===== config.mk =====
export PLATFORM = sky130hd
export DESIGN_NAME = wr_space_top
export DESIGN_NICKNAME = d
export VERILOG_FILES = /design/src/rtl/wr_space_pkg.sv /design/src/rtl/wr_space_rank.sv /design/src/rtl/wr_space_aptmr.sv /design/src/rtl/wr_space_eval.sv /design/src/rtl/wr_space_top.sv
export SDC_FILE = /design/constraint.sdc
export NUM_CORES = 1
export LEC_CHECK = 0
export CAP_MARGIN = 20
export CELL_PAD_IN_SITES_DETAIL_PLACEMENT = 0
export CELL_PAD_IN_SITES_GLOBAL_PLACEMENT = 2
export CORE_UTILIZATION = 25
export CTS_CLUSTER_DIAMETER = 60
export DETAILED_ROUTE_END_ITERATION = 12
export DONT_BUFFER_PORTS = 1
export GPL_TIMING_DRIVEN = 0
export HOLD_SLACK_MARGIN = 0.06
export PLACE_DENSITY = 0.56
export SYNTH_ARGS = -nofsm -noshare
export SYNTH_HDL_FRONTEND = slang
export SYNTH_SLANG_ARGS = --single-unit

===== constraint.sdc =====
create_clock -name clk -period 5.77 [get_ports clk]
set_clock_uncertainty 0.2 [all_clocks]
set_input_delay 0.577 -clock clk [delete_from_list [all_inputs] [get_ports clk]]
set_output_delay 0.577 -clock clk [all_outputs]
set_load 0.05 [all_outputs]

===== src/rtl/wr_space_pkg.sv =====
package wr_space_pkg;

   typedef enum logic [2:0] {
      OP_NOP = 3'd0,
      OP_ACT = 3'd1,
      OP_RD  = 3'd2,
      OP_WR  = 3'd3,
      OP_PRE = 3'd4
   } op_e;

   typedef enum logic [2:0] {
      RSN_NONE = 3'd0,
      RSN_W2W  = 3'd1,
      RSN_W2R  = 3'd2,
      RSN_W2P  = 3'd3,
      RSN_ACT  = 3'd4
   } rsn_e;

   function automatic int imax(input int a, input int b);
      return (a > b) ? a : b;
   endfunction

   // clocks from WRITE issue to the edge after the last data-in pair
   function automatic int burst_end(input int cl, input int al, input logic bl8);
      return cl + al - 1 + (bl8 ? 4 : 2);
   endfunction

endpackage


===== src/rtl/wr_space_rank.sv =====
module wr_space_rank
   import wr_space_pkg::*;
#(
   parameter int BANK_W = 3,
   parameter int CNT_W  = 6,
   parameter int CFG_W  = 4
)(
   input  logic              clk,
   input  logic              rst_n,
   input  logic              wr_hit,
   input  logic [BANK_W-1:0] wr_bank,
   input  logic              wr_ap,
   input  logic              wr_bl8,
   input  logic [CFG_W-1:0]  cfg_cl,
   input  logic [CFG_W-1:0]  cfg_al,
   input  logic [CFG_W-1:0]  cfg_twtr,
   input  logic [CFG_W-1:0]  cfg_twr,
   output logic              rec_valid,
   output logic [CNT_W-1:0]  rec_cnt,
   output logic [BANK_W-1:0] rec_bank,
   output logic              rec_ap,
   output logic              rec_bl8
);

   int lim;

   always_comb begin
      lim = burst_end(int'(cfg_cl), int'(cfg_al), rec_bl8)
          + imax(imax(2, int'(cfg_twtr)), int'(cfg_twr));
   end

   always_ff @(posedge clk or negedge rst_n) begin
      if (!rst_n) begin
         rec_valid <= 1'b0;
         rec_cnt   <= '0;
         rec_bank  <= '0;
         rec_ap    <= 1'b0;
         rec_bl8   <= 1'b0;
      end else if (wr_hit) begin
         rec_valid <= 1'b1;
         rec_cnt   <= CNT_W'(1);
         rec_bank  <= wr_bank;
         rec_ap    <= wr_ap;
         rec_bl8   <= wr_bl8;
      end else if (rec_valid) begin
         if (int'(rec_cnt) >= lim) rec_valid <= 1'b0;
         else                      rec_cnt   <= rec_cnt + 1'b1;
      end
   end

endmodule


===== src/rtl/wr_space_aptmr.sv =====
module wr_space_aptmr
   import wr_space_pkg::*;
#(
   parameter int CNT_W = 6,
   parameter int CFG_W = 4
)(
   input  logic             clk,
   input  logic             rst_n,
   input  logic             set,
   input  logic             set_bl8,
   input  logic [CFG_W-1:0] cfg_cl,
   input  logic [CFG_W-1:0] cfg_al,
   input  logic [CFG_W-1:0] cfg_twr,
   output logic             ap_valid,
   output logic [CNT_W-1:0] ap_cnt,
   output logic             ap_bl8
);

   int lim;

   always_comb begin
      lim = burst_end(int'(cfg_cl), int'(cfg_al), ap_bl8) + int'(cfg_twr);
   end

   always_ff @(posedge clk or negedge rst_n) begin
      if (!rst_n) begin
         ap_valid <= 1'b0;
         ap_cnt   <= '0;
         ap_bl8   <= 1'b0;
      end else if (set) begin
         ap_valid <= 1'b1;
         ap_cnt   <= CNT_W'(1);
         ap_bl8   <= set_bl8;
      end else if (ap_valid) begin
         if (int'(ap_cnt) >= lim) ap_valid <= 1'b0;
         else                     ap_cnt   <= ap_cnt + 1'b1;
      end
   end

endmodule


===== src/rtl/wr_space_eval.sv =====
module wr_space_eval
   import wr_space_pkg::*;
#(
   parameter int BANK_W = 3,
   parameter int CNT_W  = 6,
   parameter int CFG_W  = 4
)(
   input  logic [2:0]        op,
   input  logic [BANK_W-1:0] bank,
   input  logic              rv,
   input  logic [CNT_W-1:0]  rcnt,
   input  logic [BANK_W-1:0] rbank,
   input  logic              rap,
   input  logic              rbl8,
   input  logic              av,
   input  logic [CNT_W-1:0]  acnt,
   input  logic              abl8,
   input  logic [CFG_W-1:0]  cfg_cl,
   input  logic [CFG_W-1:0]  cfg_al,
   input  logic [CFG_W-1:0]  cfg_twtr,
   input  logic [CFG_W-1:0]  cfg_twr,
   output logic [2:0]        code
);

   int d_w, d_a, half, e_w, e_a, wtr;

   always_comb begin
      d_w  = int'(rcnt);
      d_a  = int'(acnt);
      half = rbl8 ? 4 : 2;
      e_w  = burst_end(int'(cfg_cl), int'(cfg_al), rbl8);
      e_a  = burst_end(int'(cfg_cl), int'(cfg_al), abl8);
      wtr  = imax(2, int'(cfg_twtr));
      code = RSN_NONE;
      case (op)
         OP_WR: begin
            if (rv && !(d_w >= half || (d_w == 2 && rbl8 && !rap)))
               code = RSN_W2W;
         end
         OP_RD: begin
            if (rv && d_w < e_w + wtr) code = RSN_W2R;
         end
         OP_PRE: begin
            if (rv && bank == rbank && d_w < e_w + int'(cfg_twr)) code = RSN_W2P;
         end
         OP_ACT: begin
            if (av && d_a < e_a + int'(cfg_twr)) code = RSN_ACT;
         end
         default: code = RSN_NONE;
      endcase
   end

endmodule


===== src/rtl/wr_space_top.sv =====
module wr_space_top
   import wr_space_pkg::*;
#(
   parameter int RANKS  = 2,
   parameter int BANKS  = 8,
   parameter int CFG_W  = 4,
   parameter int CNT_W  = 6,
   localparam int RANK_W = (RANKS > 1) ? $clog2(RANKS) : 1,
   localparam int BANK_W = (BANKS > 1) ? $clog2(BANKS) : 1
)(
   input  logic              clk,
   input  logic              rst_n,
   input  logic [2:0]        cmd_op,
   input  logic [RANK_W-1:0] cmd_rank,
   input  logic [BANK_W-1:0] cmd_bank,
   input  logic              cmd_ap,
   input  logic              cmd_bl8,
   input  logic [2:0]        cand_op,
   input  logic [RANK_W-1:0] cand_rank,
   input  logic [BANK_W-1:0] cand_bank,
   input  logic [CFG_W-1:0]  cfg_cl,
   input  logic [CFG_W-1:0]  cfg_al,
   input  logic [CFG_W-1:0]  cfg_twtr,
   input  logic [CFG_W-1:0]  cfg_twr,
   output logic              cand_ok,
   output logic              viol,
   output logic [2:0]        viol_code
);

   localparam int NAP     = RANKS * BANKS;
   localparam int CFG_MAX = (1 << CFG_W) - 1;
   localparam int LIM_MAX = 3 * CFG_MAX + 3;

   if (RANKS < 1 || BANKS < 1) begin : g_bad_size
      $error("wr_space_top: RANKS and BANKS must be at least 1");
   end
   if (LIM_MAX > (1 << CNT_W) - 2) begin : g_bad_cnt
      $error("wr_space_top: CNT_W too narrow for the largest timing window");
   end

   logic              r_valid [RANKS];
   logic [CNT_W-1:0]  r_cnt   [RANKS];
   logic [BANK_W-1:0] r_bank  [RANKS];
   logic              r_ap    [RANKS];
   logic              r_bl8   [RANKS];
   logic              a_valid [NAP];
   logic [CNT_W-1:0]  a_cnt   [NAP];
   logic              a_bl8   [NAP];

   logic is_wr;
   assign is_wr = (cmd_op == OP_WR);

   for (genvar r = 0; r < RANKS; r++) begin : g_rank
      wr_space_rank #(.BANK_W(BANK_W), .CNT_W(CNT_W), .CFG_W(CFG_W)) u_rank (
         .clk      (clk),
         .rst_n    (rst_n),
         .wr_hit   (is_wr && int'(cmd_rank) == r),
         .wr_bank  (cmd_bank),
         .wr_ap    (cmd_ap),
         .wr_bl8   (cmd_bl8),
         .cfg_cl   (cfg_cl),
         .cfg_al   (cfg_al),
         .cfg_twtr (cfg_twtr),
         .cfg_twr  (cfg_twr),
         .rec_valid(r_valid[r]),
         .rec_cnt  (r_cnt[r]),
         .rec_bank (r_bank[r]),
         .rec_ap   (r_ap[r]),
         .rec_bl8  (r_bl8[r])
      );
      for (genvar b = 0; b < BANKS; b++) begin : g_bank
         wr_space_aptmr #(.CNT_W(CNT_W), .CFG_W(CFG_W)) u_ap (
            .clk     (clk),
            .rst_n   (rst_n),
            .set     (is_wr && cmd_ap && int'(cmd_rank) == r && int'(cmd_bank) == b),
            .set_bl8 (cmd_bl8),
            .cfg_cl  (cfg_cl),
            .cfg_al  (cfg_al),
            .cfg_twr (cfg_twr),
            .ap_valid(a_valid[r*BANKS+b]),
            .ap_cnt  (a_cnt[r*BANKS+b]),
            .ap_bl8  (a_bl8[r*BANKS+b])
         );
      end
   end

   // record selection for the issued command and for the candidate
   logic              c_rv, q_rv, c_rap, q_rap, c_rbl8, q_rbl8;
   logic [CNT_W-1:0]  c_rcnt, q_rcnt, c_acnt, q_acnt;
   logic [BANK_W-1:0] c_rbank, q_rbank;
   logic              c_av, q_av, c_abl8, q_abl8;

   always_comb begin
      c_rv = 1'b0; c_rcnt = '0; c_rbank = '0; c_rap = 1'b0; c_rbl8 = 1'b0;
      q_rv = 1'b0; q_rcnt = '0; q_rbank = '0; q_rap = 1'b0; q_rbl8 = 1'b0;
      c_av = 1'b0; c_acnt = '0; c_abl8 = 1'b0;
      q_av = 1'b0; q_acnt = '0; q_abl8 = 1'b0;
      for (int i = 0; i < RANKS; i++) begin
         if (int'(cmd_rank) == i) begin
            c_rv = r_valid[i]; c_rcnt = r_cnt[i]; c_rbank = r_bank[i];
            c_rap = r_ap[i]; c_rbl8 = r_bl8[i];
         end
         if (int'(cand_rank) == i) begin
            q_rv = r_valid[i]; q_rcnt = r_cnt[i]; q_rbank = r_bank[i];
            q_rap = r_ap[i]; q_rbl8 = r_bl8[i];
         end
      end
      for (int k = 0; k < NAP; k++) begin
         if (int'(cmd_rank) * BANKS + int'(cmd_bank) == k && int'(cmd_bank) < BANKS) begin
            c_av = a_valid[k]; c_acnt = a_cnt[k]; c_abl8 = a_bl8[k];
         end
         if (int'(cand_rank) * BANKS + int'(cand_bank) == k && int'(cand_bank) < BANKS) begin
            q_av = a_valid[k]; q_acnt = a_cnt[k]; q_abl8 = a_bl8[k];
         end
      end
   end

   logic [2:0] cmd_code, cand_code;

   wr_space_eval #(.BANK_W(BANK_W), .CNT_W(CNT_W), .CFG_W(CFG_W)) u_eval_cmd (
      .op(cmd_op), .bank(cmd_bank),
      .rv(c_rv), .rcnt(c_rcnt), .rbank(c_rbank), .rap(c_rap), .rbl8(c_rbl8),
      .av(c_av), .acnt(c_acnt), .abl8(c_abl8),
      .cfg_cl(cfg_cl), .cfg_al(cfg_al), .cfg_twtr(cfg_twtr), .cfg_twr(cfg_twr),
      .code(cmd_code)
   );

   wr_space_eval #(.BANK_W(BANK_W), .CNT_W(CNT_W), .CFG_W(CFG_W)) u_eval_cand (
      .op(cand_op), .bank(cand_bank),
      .rv(q_rv), .rcnt(q_rcnt), .rbank(q_rbank), .rap(q_rap), .rbl8(q_rbl8),
      .av(q_av), .acnt(q_acnt), .abl8(q_abl8),
      .cfg_cl(cfg_cl), .cfg_al(cfg_al), .cfg_twtr(cfg_twtr), .cfg_twr(cfg_twr),
      .code(cand_code)
   );

   assign cand_ok = (cand_code == RSN_NONE);

   always_ff @(posedge clk or negedge rst_n) begin
      if (!rst_n) begin
         viol      <= 1'b0;
         viol_code <= RSN_NONE;
      end else begin
         viol      <= (cmd_code != RSN_NONE);
         viol_code <= cmd_code;
      end
   end

endmodule


; Word-level counts from Yosys, hierarchy flattened
; Cells that the tools add are included.
[classes]
n_eq_ne = 67
bitwise = 1
add_sub_neg = 68
n_lt_le_gt_ge = 28
reduce_logical = 82
n_mux = 248
[ops]
columns = op, count
row1 = $add A32 B32 Y32, 25
row2 = $add A32 B5 Y32, 21
row3 = $ge A7 B32 Y1, 20
row4 = $mux W6, 88
row5 = $eq A32 B5 Y1 const B, 14
row6 = $eq A32 B4 Y1 const B, 8
row7 = $lt A7 B32 Y1, 6
row8 = $eq A32 B3 Y1 const B, 4
row9 = $mux W1, 126
row10 = $add A6 B1 Y6 const B, 18
row11 = $mux W3, 26
row12 = $eq A32 B2 Y1 const B, 2
row13 = $logic_not A32 Y1, 2
row14 = $ne A2 B1 Y1 const B, 18
row15 = $reduce_and A2 Y1, 18
row16 = $reduce_bool A2 Y1, 18
row17 = $logic_and A1 B1 Y1, 35
row18 = $gt A32 B5 Y1, 1
row19 = $mux W32, 1
row20 = $sub A32 B2 Y32 const B, 1
row21 = $pmux W3 S4, 2
row22 = $eq A3 B2 Y1 const B, 6
row23 = $eq A3 B3 Y1 const B, 6
row24 = $eq A6 B3 Y1 const B, 2
row25 = 13 further kinds, 26
[totals]
output_inout_bits = 5
inputBits = 34
elab_cells = 554
register_bits = 156

; Depth between registers and ports, before layout
[depth]
depth_word = 26
depth_mapped = 22
ltp_nobuf = 21

; Modules after synthesis
; Synthesis repeated with hierarchy kept, for this count alone.
[hier_totals]
hier_cells = 2996
area_unflattened_um2 = 25737.2
[modules_own_cells]
columns = module, instances, area_each_um2, cells_per_inst, seq_area_each_um2
row1 = wr_space_aptmr, 16, 1014.7, 115, 200.2
row2 = wr_space_top, 1, 3185.6, 427, 100.1
row3 = wr_space_rank, 2, 1342.5, 142, 300.3
row4 = wr_space_eval at u_eval_cmd, 1, 1829.3, 219, 0.0
row5 = wr_space_eval at u_eval_cand, 1, 1801.7, 226, 0.0

; Worst setup path after synthesis
; Ideal clock, no wire load.
[synth_timing]
path_kind = input-to-output
startpoint = in cfg_cl[0]
endpoint = out cand_ok
path_slack_ps = -591
arrival_ps = 5584
n_path_buf = 3
t_required_ps = 4993
path_stages = 20
path_cell_list = ha_1 > fa_1 > xnor2_1 > nand2_1 > a21oi_1 > ha_1 > clkinv_1 > ha_1 > clkinv_1 > clkbuf_1 > buf_1 > clkbuf_1 > xnor2_1 > ha_1 > o2111ai_1 > o21ai_0 > a21o_1 > a211oi_1 > a311oi_1 > o21a_1
[synth_via]
elab_chain_cells = 9
word_cells_on_any_way = 18
[synth_lines]
columns = item, line
row1 = "start, declared", wr_space_top.sv:21  ; input logic [CFG_W-1:0] cfg_cl,
row2 = $add A4 B4 Y5 (*), wr_space_pkg.sv:25  ; return cl + al - 1 + (bl8 ? 4 : 2);
row3 = $sub A32 B2 Y32 (*), wr_space_pkg.sv:25
row4 = $add A32 B32 Y32, wr_space_pkg.sv:25
row5 = "$add A32 B5 Y32, on equally long branches", "wr_space_eval.sv:44, wr_space_eval.sv:41, wr_space_eval.sv:47"
row6 = "$lt A7 B32 Y1, on equally long branches", "wr_space_eval.sv:44, wr_space_eval.sv:41, wr_space_eval.sv:47"
row7 = "$logic_and A1 B1 Y1, on equally long branches", "wr_space_eval.sv:44, wr_space_eval.sv:41, wr_space_eval.sv:47"
row8 = $mux W2 (tied with other cells), wr_space_eval.sv:44  ; if (rv && bank == rbank && d_w < e_w + int'(cfg_twr)) code = RSN_W2P;
row9 = $pmux W3 S4 (*), wr_space_eval.sv:35  ; case (op)
row10 = $logic_not A3 Y1 (*), wr_space_top.sv:136  ; assign cand_ok = (cand_code == RSN_NONE);
row11 = "end, declared", wr_space_top.sv:25  ; output logic cand_ok,
; Mark *: on every way between the ends. The rest lies on a longest branch, timed or not.

; Final worst setup path
[layout_timing]
startpoint = in cmd_rank
endpoint = reg viol
[layout_via]
elab_chain_cells = 26
word_cells_on_any_way = 99
[layout_lines]
columns = item, line
row1 = "start, declared", wr_space_top.sv:14  ; input logic [RANK_W-1:0] cmd_rank,
row2 = $add A4 B3 Y5 (*), wr_space_top.sv:109  ; if (int'(cmd_rank) * BANKS + int'(cmd_bank) == k && int'(cmd_bank) < BANKS) begin
row3 = $logic_not A32 Y1, wr_space_top.sv:109
row4 = $mux W1 (16 in series), wr_space_top.sv:109
row5 = $mux W3, wr_space_pkg.sv:25
row6 = $add A32 B32 Y32, wr_space_pkg.sv:25
row7 = $add A32 B5 Y32, wr_space_eval.sv:47  ; if (av && d_a < e_a + int'(cfg_twr)) code = RSN_ACT;
row8 = $lt A7 B32 Y1, wr_space_eval.sv:47
row9 = $logic_and A1 B1 Y1 (*), wr_space_eval.sv:47
row10 = $mux W3 (*), wr_space_eval.sv:47
row11 = $pmux W3 S4 (*), wr_space_eval.sv:35
row12 = named net cmd_code[2], wr_space_top.sv:118  ; logic [2:0] cmd_code, cand_code;
row13 = $reduce_bool A3 Y1 (*), wr_space_top.sv:143  ; viol <= (cmd_code != RSN_NONE);
row14 = "end signal, assigned", wr_space_top.sv:143
row15 = "end, declared", wr_space_top.sv:26  ; output logic viol,
; Mark *: on every way through the listed nets, which the timed path passes. The rest lies on a longest branch.
; A chain may end at the register's enable or synchronous reset.

==> results.ini <==
[power_and_ir_drop]
p_leak_nw = 9.86
power_frac_clock = 0.142
share_seq_of_total_power = 0.249
power_switching_w = 0.00388
switching_share = 0.485
comb_power_share = 0.608
power.density_nw_per_um2 = 377
max-vdd-ir-drop_uv = 147
internal_power_w = 0.00411

[sta]
hold_violations = 0
fin_ws_ps = 115
setup_viol = 0
min_period_ps = 5660
tightest_slew_ps = 1140
maxSlewHeadroom = 0.238
drv_slew = 0
fin_crit_sh = 0.980
fmax_mhz = 177

[run]
drv_cap = 0

[global_routing]
grt_overflow_total = 0
grt_pass1_wl_mm = 125
antenna_found_initial = 3
grt_max_degree = 157
track_usage = 0.232
grt_pass1_vias = 17300

[die]
design.die.area_sq_um = 75900
rows = 99
initial_core_util = 0.254
die_w_um = 275
coreArea_sq_um = 73500
dieHeight_um = 275
io_pins = 39

[synthesis]
yosys_warnings = 0
async_flop_share = 1.00
ys_ff_latch = 156
synth.cell_area_sq_um = 18700
syn-num-nets = 2562
synth-edff-count = 0
syn-instance-count = 2208
ys_seq_area_frac = 0.209
synth_area_per_cell_sq_um = 8.47
ys.flop_type = dfrtp_1
ys_types = 71

[clocking]
clk_pin_slew_worst_paths_ps = 80
cts_buffer_depth = 2
cts_root_buf = clkbuf_16
h-tree-depth = 4
cts_tree = built
clock-sinks = 156
clk_latency_ps = 500
cts_buffers = 17

[route]
drc_errors = 0
routed_via_density = 5.32
first_pass_iters = 5
routedWlPerCell_um = 26.8
ant_nets = 0
drt_wl_total_mm = 86.3
route.vias.total = 17100
dr.first_iter.drc_count = 1280

[final_layout]
area_growth_pct = 13.3
final_nets = 2609
layout-drive-gt1-share = 0.0861
layout.cells.non_filler = 3223
final_cell_mix = ha_1 (247), nand2_1 (190), a21oi_1 (177)
nFillCells = 7887
final_common_cell = ha_1
antenna_cells = 0

[critical_path]
critPathRequiredTime_ps = 6020
crit_type = in2reg
end_kind = register
start_kind = primary input
cp_data_arrival_time_ps = 5900
path_max_fanout = 10

[placement]
dp.cells = 3177
gp_congestion = 0.939
portBuffers = 0
dp_hpwl_mm = 65.6
post-place-ws_ps = -2320

[run_status]
status = finished, final reports clean

[hold_path]
min_path_type = reg2reg

-- stage by stage --
step / hold slack [ps] / power (W) / cell area (sq um) / TNS [ps] / util
floorplan: 81.4 / 0.00518 / 18700 / 0 / -
global placement: 105 / 0.00658 / 19900 / -206900 / 0.271
detailed placement: 105 / 0.00668 / 20100 / -174410 / 0.274
CTS: 293 / 0.00802 / 21100 / 0 / 0.287
global route: 340 / 0.00877 / 21200 / -13.0 / 0.288
finish: 302 / 0.00799 / 21200 / 0 / 0.288
-- per-layer routing --
| layer | global-route usage | vias to the layer above | part of all wire |
|---|---|---|---|
| li1 | - | 8026 | - |
| met1 | 0.309 | 8613 | 0.46 |
| met2 | 0.381 | 401 | 0.47 |
| met3 | 0.0338 | 102 | 0.038 |
| met4 | 0.0805 | 2 | 0.034 |
| met5 | 0 | - | 0.00012 |
-- sequential cells by signal, summed over array words and instances (netlist names) --
register / count
g_rank.u_rank.rec_ap: 2
viol: 1
g_rank.u_rank.rec_bank: 6
g_rank.u_rank.rec_cnt: 12
g_rank.g_bank.u_ap.ap_bl8: 16
g_rank.u_rank.rec_valid: 2
g_rank.g_bank.u_ap.ap_cnt: 96
g_rank.u_rank.rec_bl8: 2
g_rank.g_bank.u_ap.ap_valid: 16
viol_code: 3
-- power by group through the flow --
stage | Combinational (W) | Sequential (W) | Clock, W
2_1_floorplan | 0.00352 | 0.00166 | 0
3_3_place_gp | 0.00459 | 0.00200 | 0
3_5_place_dp | 0.00469 | 0.00199 | 0
4_1_cts | 0.00487 | 0.00198 | 0.00117
5_1_grt | 0.00555 | 0.00203 | 0.00120
6_report | 0.00486 | 0.00199 | 0.00114
-- worst max-delay path, stage by stage --
cell and delay, ps:
clkbuf_2 340, clkbuf_2 430, clkbuf_1 620, buf_2 440, a211oi_1 140, a21oi_1 380, a211o_1 230, fa_1 440
ha_1 220, fa_1 480, inv_1 40, ha_1 290, a21o_1 180, a21o_1 170, a221o_1 380, a31oi_2 360
or3_1 160
-- what timing repair did --
item,in CTS,in global routing
setup endpoints to repair,129,29
hold buffers,3,0
pin swaps,6,4
gates resized for setup,99,23
buffers inserted,10,5
endpoints found under the hold margin,158,0
gates cloned,1,0
-- cell families after synthesis --
logic type | Yosys count | share of synthesized area
AO/OA/AOI/OAI | 651 | 0.222
AND/OR/NAND/NOR | 588 | 0.150
adder cells (fa/ha/maj) | 320 | 0.241
buffers and inverters | 252 | 0.0513
flip-flops | 156 | 0.209
XOR/XNOR | 153 | 0.0717
multiplexers | 88 | 0.0551
-- cells in the mapped netlist, drive strengths merged (29+ instances only) --
cell / n / area [sq um]
dfrtp: 156 / 3900
mux2i: 50 / 500
inv: 168 / 631
xor2: 30 / 263
a21oi: 182 / 915
fa: 67 / 1340
nand3: 51 / 255
mux2: 29 / 327
xnor2: 123 / 1080
ha: 253 / 3170
nor2: 150 / 563
a21o: 111 / 841
o21ai: 157 / 786
nand2b: 36 / 225
nand2: 193 / 724
clkbuf: 55 / 206
-- final timing paths --
kind	from	to	slack (ps)	cells after the start
worst max register to register	g_rank[1].g_bank[0].u_ap.ap_bl8$_DFFE_PN0P_	viol$_DFF_PN0_	560	16
min in group asynchronous	rst_n	g_rank[1].g_bank[0].u_ap.ap_cnt[0]$_DFFE_PN0P_	550	2
worst min register to register	g_rank[1].u_rank.rec_ap$_DFFE_PN0P_	g_rank[1].u_rank.rec_ap$_DFFE_PN0P_	300	2
worst max-delay path	cmd_rank	viol$_DFF_PN0_	110	17
worst min-delay path	g_rank[1].u_rank.rec_ap$_DFFE_PN0P_	g_rank[1].u_rank.rec_ap$_DFFE_PN0P_	300	2
max in group asynchronous	rst_n	g_rank[0].u_rank.rec_bank[2]$_DFFE_PN0P_	4040	2
-- final cells by class --
type / instances / area, sq um / share of cell area
clock buffers: 21 / 460 / 0.0217
inverters: 172 / 673 / 0.0318
clock inverters: 7 / 70.1 / 0.00331
repair inverters: 1 / 7.51 / 0.000354
repair buffers: 28 / 348 / 0.0164
flip-flops and latches: 156 / 3900 / 0.184
multi-input cells: 1800 / 14000 / 0.661
plain buffers: 79 / 520 / 0.0246
well taps: 959 / 1200 / 0.0566
No activity file was read; power rests on OpenSTA's default activity.
